**src/rtl/csp_pkg.sv**
```systemverilog
package csp_pkg;
  localparam int WORD_W   = 16;
  localparam int ADDR_W   = 4;
  localparam int DATA_W   = 10;
  localparam int NUM_REGS = 4;
  localparam int CNT_W    = $clog2(WORD_W + 2);

  typedef struct packed {
    logic       peak;
    logic       hpf;
    logic       pdn;
    logic       mclk64;
    logic [2:0] gain_l;
    logic [2:0] gain_r;
  } ctl0_t;

  // gain code to dB: five 3 dB steps, unused codes fall back to 0 dB
  function automatic logic [3:0] gain_db(input logic [2:0] code);
    logic [3:0] db;
    if (code <= 3'd4) db = {1'b0, code} + {code, 1'b0};
    else              db = 4'd0;
    return db;
  endfunction
endpackage

```
**src/rtl/csp_edge_sync.sv**
```systemverilog
module csp_edge_sync #(
  parameter int           W       = 3,
  parameter int           STAGES  = 2,
  parameter logic [W-1:0] RST_VAL = '0
) (
  input  logic         clk,
  input  logic         rst_n,
  input  logic [W-1:0] async_in,
  output logic [W-1:0] level,
  output logic [W-1:0] rise,
  output logic [W-1:0] fall
);
  generate
    for (genvar i = 0; i < W; i++) begin : g_bit
      logic [STAGES:0] pipe;
      always_ff @(posedge clk or negedge rst_n) begin
        if (!rst_n) pipe <= {(STAGES + 1){RST_VAL[i]}};
        else        pipe <= {pipe[STAGES-1:0], async_in[i]};
      end
      assign level[i] = pipe[STAGES-1];
      assign rise[i]  = pipe[STAGES-1] & ~pipe[STAGES];
      assign fall[i]  = ~pipe[STAGES-1] & pipe[STAGES];
    end
  endgenerate
endmodule

```
**src/rtl/csp_rx_frame.sv**
```systemverilog
module csp_rx_frame #(
  parameter int WORD_W = csp_pkg::WORD_W,
  parameter int ADDR_W = csp_pkg::ADDR_W,
  parameter int DATA_W = csp_pkg::DATA_W,
  parameter int CNT_W  = csp_pkg::CNT_W
) (
  input  logic              clk,
  input  logic              rst_n,
  input  logic              frame_active,
  input  logic              frame_start,
  input  logic              sclk_rise,
  input  logic              din,
  output logic [CNT_W-1:0]  bit_cnt,
  output logic [ADDR_W-1:0] hdr_addr,
  output logic              hdr_rd,
  output logic [DATA_W-1:0] payload,
  output logic              len_ok
);
  localparam logic [CNT_W-1:0] SAT_CNT = CNT_W'(WORD_W + 1);
  localparam logic [CNT_W-1:0] RW_CNT  = CNT_W'(ADDR_W);

  logic [WORD_W-1:0] sr;
  logic              bit_take;

  assign bit_take = frame_active & sclk_rise;

  always_ff @(posedge clk or negedge rst_n) begin
    if (!rst_n) begin
      sr       <= '0;
      bit_cnt  <= '0;
      hdr_addr <= '0;
      hdr_rd   <= 1'b0;
    end else if (frame_start) begin
      bit_cnt  <= '0;
      hdr_addr <= '0;
      hdr_rd   <= 1'b0;
    end else if (bit_take) begin
      sr <= {sr[WORD_W-2:0], din};
      if (bit_cnt != SAT_CNT) bit_cnt <= bit_cnt + 1'b1;
      if (bit_cnt == RW_CNT) begin
        hdr_addr <= sr[ADDR_W-1:0];
        hdr_rd   <= din;
      end
    end
  end

  assign payload = sr[DATA_W-1:0];
  assign len_ok  = (bit_cnt == CNT_W'(WORD_W));
endmodule

```
**src/rtl/csp_regfile.sv**
```systemverilog
module csp_regfile #(
  parameter int NUM_REGS = csp_pkg::NUM_REGS,
  parameter int ADDR_W   = csp_pkg::ADDR_W,
  parameter int DATA_W   = csp_pkg::DATA_W
) (
  input  logic              clk,
  input  logic              rst_n,
  input  logic              wr_en,
  input  logic [ADDR_W-1:0] wr_addr,
  input  logic [DATA_W-1:0] wr_data,
  input  logic [ADDR_W-1:0] rd_addr,
  output logic [DATA_W-1:0] rd_data,
  output logic [DATA_W-1:0] reg0_q
);
  logic [NUM_REGS-1:0][DATA_W-1:0] regs;

  always_ff @(posedge clk or negedge rst_n) begin
    if (!rst_n) begin
      regs <= '0;
    end else if (wr_en) begin
      for (int r = 0; r < NUM_REGS; r++)
        if (wr_addr == ADDR_W'(r)) regs[r] <= wr_data;
    end
  end

  // address 0 is write-only: it never reaches the read mux
  always_comb begin
    rd_data = '0;
    for (int r = 1; r < NUM_REGS; r++)
      if (rd_addr == ADDR_W'(r)) rd_data = regs[r];
  end

  assign reg0_q = regs[0];
endmodule

```
**src/rtl/csp_tx.sv**
```systemverilog
module csp_tx #(
  parameter int WORD_W = csp_pkg::WORD_W,
  parameter int DATA_W = csp_pkg::DATA_W,
  parameter int CNT_W  = csp_pkg::CNT_W
) (
  input  logic              clk,
  input  logic              rst_n,
  input  logic              frame_active,
  input  logic              sclk_fall,
  input  logic              hdr_rd,
  input  logic [CNT_W-1:0]  bit_cnt,
  input  logic [DATA_W-1:0] rd_data,
  output logic              dout
);
  logic next_bit;

  // bit_cnt = WORD_W-1-k selects payload bit k
  always_comb begin
    next_bit = 1'b0;
    for (int k = 0; k < DATA_W; k++)
      if (bit_cnt == CNT_W'(WORD_W - 1 - k)) next_bit = rd_data[k];
  end

  always_ff @(posedge clk or negedge rst_n) begin
    if (!rst_n)             dout <= 1'b0;
    else if (!frame_active) dout <= 1'b0;
    else if (sclk_fall)     dout <= hdr_rd & next_bit;
  end
endmodule

```
**src/rtl/ctrl_serial_regfile.sv**
```systemverilog
module ctrl_serial_regfile #(
  parameter int NUM_REGS = csp_pkg::NUM_REGS
) (
  input  logic       clk,
  input  logic       rst_n,
  input  logic       ser_clk,
  input  logic       ser_frame,
  input  logic       ser_din,
  output logic       ser_dout,
  output logic       peak_en,
  output logic       hpf_en,
  output logic       pwr_down,
  output logic       mod_clk_64x,
  output logic [2:0] gain_code_l,
  output logic [2:0] gain_code_r,
  output logic [3:0] gain_db_l,
  output logic [3:0] gain_db_r
);
  import csp_pkg::*;

  localparam int NSIG = 3;
  localparam int I_CLK = 0, I_FRM = 1, I_DIN = 2;

  logic [NSIG-1:0] s_lvl, s_rise, s_fall;

  // frame strobe idles high
  csp_edge_sync #(.W(NSIG), .STAGES(2), .RST_VAL(3'b010)) u_sync (
    .clk(clk), .rst_n(rst_n),
    .async_in({ser_din, ser_frame, ser_clk}),
    .level(s_lvl), .rise(s_rise), .fall(s_fall)
  );

  // named events for the checker
  logic              frame_active, frame_start, frame_end;
  logic              sclk_rise, sclk_fall;
  logic [CNT_W-1:0]  bit_cnt;
  logic [ADDR_W-1:0] hdr_addr;
  logic              hdr_rd, len_ok, addr_hit, wr_fire;
  logic [DATA_W-1:0] payload, rd_data, reg0_q;
  ctl0_t             ctl0;

  assign frame_active = ~s_lvl[I_FRM];
  assign frame_start  = s_fall[I_FRM];
  assign frame_end    = s_rise[I_FRM];
  assign sclk_rise    = s_rise[I_CLK];
  assign sclk_fall    = s_fall[I_CLK];

  csp_rx_frame u_rx (
    .clk(clk), .rst_n(rst_n),
    .frame_active(frame_active), .frame_start(frame_start),
    .sclk_rise(sclk_rise), .din(s_lvl[I_DIN]),
    .bit_cnt(bit_cnt), .hdr_addr(hdr_addr), .hdr_rd(hdr_rd),
    .payload(payload), .len_ok(len_ok)
  );

  assign addr_hit = (int'(hdr_addr) < NUM_REGS);
  assign wr_fire  = frame_end & len_ok & ~hdr_rd & addr_hit;

  csp_regfile #(.NUM_REGS(NUM_REGS)) u_rf (
    .clk(clk), .rst_n(rst_n),
    .wr_en(wr_fire), .wr_addr(hdr_addr), .wr_data(payload),
    .rd_addr(hdr_addr), .rd_data(rd_data), .reg0_q(reg0_q)
  );

  csp_tx u_tx (
    .clk(clk), .rst_n(rst_n),
    .frame_active(frame_active), .sclk_fall(sclk_fall),
    .hdr_rd(hdr_rd), .bit_cnt(bit_cnt), .rd_data(rd_data),
    .dout(ser_dout)
  );

  assign ctl0        = ctl0_t'(reg0_q);
  assign peak_en     = ctl0.peak;
  assign hpf_en      = ctl0.hpf;
  assign pwr_down    = ctl0.pdn;
  assign mod_clk_64x = ctl0.mclk64;
  assign gain_code_l = ctl0.gain_l;
  assign gain_code_r = ctl0.gain_r;
  assign gain_db_l   = gain_db(ctl0.gain_l);
  assign gain_db_r   = gain_db(ctl0.gain_r);
endmodule

```
**config.mk**
```make
export PLATFORM = sky130hd
export DESIGN_NAME = ctrl_serial_regfile
export DESIGN_NICKNAME = d
export VERILOG_FILES = /design/src/rtl/csp_pkg.sv /design/src/rtl/csp_edge_sync.sv /design/src/rtl/csp_rx_frame.sv /design/src/rtl/csp_regfile.sv /design/src/rtl/csp_tx.sv /design/src/rtl/ctrl_serial_regfile.sv
export SDC_FILE = /design/constraint.sdc
export NUM_CORES = 1
export LEC_CHECK = 0
export BUFFER_PORTS_ARGS = -buffer_cell sky130_fd_sc_hd__buf_2
export CORE_ASPECT_RATIO = 0.5
export CORE_UTILIZATION = 55
export CTS_BUF_LIST = sky130_fd_sc_hd__clkbuf_8
export CTS_CLUSTER_SIZE = 14
export DETAILED_ROUTE_END_ITERATION = 16
export GPL_ROUTABILITY_DRIVEN = 0
export HOLD_SLACK_MARGIN = 0.08
export PLACE_DENSITY = 0.74
export SLEW_MARGIN = 25
export SYNTH_ARGS = -nofsm -noshare
export SYNTH_HDL_FRONTEND = slang
export SYNTH_HIERARCHICAL = 1
export SYNTH_SLANG_ARGS = --single-unit
```
**constraint.sdc**
```tcl
create_clock -name clk -period 5.48 [get_ports clk]
set_input_delay 0.274 -clock clk [delete_from_list [all_inputs] [get_ports clk]]
set_output_delay 0.274 -clock clk [all_outputs]
set_load 0.02 [all_outputs]
```
==> flow_results.org <==
** Status
- The run finished with clean final reports.

** Placed design
- Setup slack at placement :: 2.62 ns
- HPWL after DPL :: 4.11 mm
- After detailed placement, the total cell area comes to between 0.003 and 0.004 sq mm.
- Total of buffers placed on input and output ports :: 23

** Timing
- Once routing completed, OpenROAD measured the worst setup slack at 2.73 ns.
- The worst pin sits at a relative slew slack of 0.372.
- In the final timing run, aggregate negative setup slack is 0 ns.
- Setup repair after global routing missed its margin :: false
- Clock period minus final worst setup slack :: 2.75 ns
- # setup viols final :: 0
- Transition time of the tightest slew-check pin :: 0.940 ns
- Number of max-slew violations in the final report :: 0
- For this run, the top clock speed supported by timing is roughly 0.36 GHz.
- Number of hold violations in the final report :: 0
- Final Cycle Share :: 0.501
- For the final database, setup skew stands at 0.00944 ns.

** Clock network
- Post-CTS resize count :: 0
- TritonCTS built the clock tree.
- After clock tree synthesis, the clock-pin slew on the worst setup and hold paths is 0.08 ns.
- Master cell of the clock root buffer :: sky130_fd_sc_hd__clkbuf_8
- TritonCTS Sinks :: 69
- Counting along the longest clock path gives a buffer depth of 2.
- At the later pin of the worst-skew pair, clock insertion delay measures about 0.35 ns.
- The number of clock buffers added by TritonCTS is 9.
- The H-tree was split into 3 levels.

** Setup path
- Traced cell by cell, the critical path runs through inv_1 > ha_1 > nand2_1 > nor3_1 > nand2_1 > nor4_2 > nand2b_4 > nand4bb_1 > mux2_2.
- Data on the critical path arrives at its endpoint at 2.98 ns.
- The worst setup path is launched from a flip-flop.
- Among all stages on the critical path, the largest delay is contributed by sky130_fd_sc_hd__nand4bb_1.
- Worst setup path class :: reg2reg
- The cell family contributing the most delay on the critical path is simple AND/OR/NAND/NOR gates.
- Beginning of the worst register-to-register path :: u_rx/bit_cnt[1]
- In this design, the critical path's most frequently occurring cell is sky130_fd_sc_hd__nand2_1.
- The worst setup path is captured at a flip-flop.
- Counting both buffers and inverters, the worst setup path holds a total of 1.
- The worst register-to-register path ends at u_rf/regs[33].
- Measured in cells, the most critical reg-to-reg path has a length of 9.
- In this run the register-to-register setup slack is 2.73 ns.
- Biggest fanout along the worst timing path :: 10
- On the worst path, the slowest cell contributes a delay of 0.63 ns.
- For the worst setup path, the data required time is about 5.7 ns.

** Cells and area
- Once layout is done, the placed cells without fillers occupy 0.00378 sq mm.
- Count of filler cells inserted in the layout :: 431
- The top cell types in the final layout, fill and taps aside, are 66 x sky130_fd_sc_hd__dfrtp_1, 47 x sky130_fd_sc_hd__mux2_2, 23 x sky130_fd_sc_hd__buf_2.
- In the final design database the tool counted 302 nets.
- Most common cell after layout, fill and taps aside :: sky130_fd_sc_hd__dfrtp_1
- Layout-stage area growth over the synthesis result :: 10.2%
- Proportion of layout cells with a drive suffix above 1 :: 0.348
- The number of antenna diodes in the final layout is 0.

** Yosys
- The mapped netlist covers 0.00343 sq mm.
- Averaged over all synthesized cells, the footprint is about 13 sq um.
- Synthesis produced a netlist whose cell count is 270.
- Synthesis produced a netlist with a net count of between 200 and 300.
- Warning count from the yosys run :: 6

** Routing
- Starting DRT DRC Count :: 84
- First-pass DRT Iterations :: 4
- Using the TritonRoute via totals, the vias-per-cell ratio works out to 5.69.
- DRC :: 0
- DRT Wirelength :: approximately 6.4 mm
- In the final routed layout, each cell accounts on average for about 17 um.
- Detail Route Antenna Nets :: 0
- Across all layers, the routed design uses about 2100 vias.

** Global route
- Largest net degree at the start of global routing :: 70
- Antenna violations before repair :: 0
- Via count of the first global-routing pass :: 2161
- The first global-routing pass estimated 10.6 mm of wire.
- Overall global routing resource usage :: 0.219
- After global routing the overflow that remains totals 0.

** Power and ir drop
- Total leakage power :: around 1.8 nW
- Peak VDD IR :: 0.161 mV
- In this run the power density over the cells is between 200 and 300 mW/mm^2.

** Flow run
- Max cap viols :: 0

** Floorplan
- The floorplan step defined a core boundary enclosing about 0.0057 sq mm.
- During I/O placement, the number of pins put on the boundary was 24.
- For this configuration, the core starts out at a cell density of 0.599.
- Total number of placement rows :: 19
- The floorplan step defined a die boundary enclosing 0.00657 sq mm.
- Floorplan die height :: 57.8 um
- Die width :: approximately 110 um

** Worst hold path
- The min-delay analysis places its worst path in the category in2async.
## sequential cells by signal (all words and copies together) (netlist names)
| register | count |
|---|---|
| u_rf/regs | 30 |
| u_rf/reg0_q | 10 |
| u_rx/sr | 10 |
| u_sync/g_bit.pipe | 8 |
| u_rx/bit_cnt | 5 |
| u_rx/hdr_addr | 4 |
| u_rx/hdr_rd | 1 |
| u_tx/dout | 1 |
## worst register-to-register path: cells and delay by family, from the launching register on
family / cells / cell delay, ns
fa+ha+maj: 1 / 0.19
buf+inv: 1 / 0.13
simple gates: 6 / 1.33
flops: 1 / 0.47
mux: 1 / 0.51
## worst max path at each step
stage                    start        endpoint  slack (ns)  cells after the start
2_1_floorplan  u_rx/bit_cnt[0]  u_rf/reg0_q[0]        3.27                     10
3_5_place_dp   u_rx/bit_cnt[1]   u_rf/regs[22]        2.62                      9
6_report       u_rx/bit_cnt[1]   u_rf/regs[33]        2.73                      9
4_1_cts        u_rx/bit_cnt[1]   u_rf/regs[22]        2.60                      9
5_1_grt        u_rx/bit_cnt[1]   u_rf/regs[33]        2.51                      9
3_3_place_gp   u_rx/bit_cnt[0]   u_rf/regs[24]        2.74                      9
## where the power goes
group / switching [mW] / leakage, nW / total (mW) / internal (mW)
clock network: 0.190 / 0.112 / 0.457 / 0.267
logic: 0.0267 / 0.749 / 0.0572 / 0.0304
registers: 0.0443 / 0.932 / 0.580 / 0.536
## repair_timing
item	4_1_cts	5_1_grt
hold buffers	3	0
hold endpoints to repair	3	0
buffers inserted	0	0
## layout make-up
| class | instances | area [sq um] | share of cell area |
|---|---|---|---|
| tap | 84 | 105 | 0.0278 |
| clock inverter | 6 | 86.3 | 0.0228 |
| sequential | 69 | 1730 | 0.458 |
| clock buffer | 10 | 138 | 0.0364 |
| multi-input combinational | 171 | 1530 | 0.405 |
| inverter | 10 | 37.5 | 0.00993 |
| timing repair buffer | 27 | 153 | 0.0404 |
## metrics by stage
stage	instances	total power [mW]	hold slack [ns]	util
after global placement	358	0.640	0.335	0.614
after detailed placement	358	0.645	0.345	0.614
final	377	1.09	0.107	0.660
after global routing	377	1.14	0.178	0.660
after floorplan	270	0.611	-0.0216	-
after CTS	377	1.11	0.133	0.658
## routing by layer
layer,global-route usage,part of all wire
met4,0.0846,0.017
met1,0.302,0.48
met3,0.0764,0.053
met2,0.323,0.45
met5,0,0
Power figures use the tool's default switching activity.
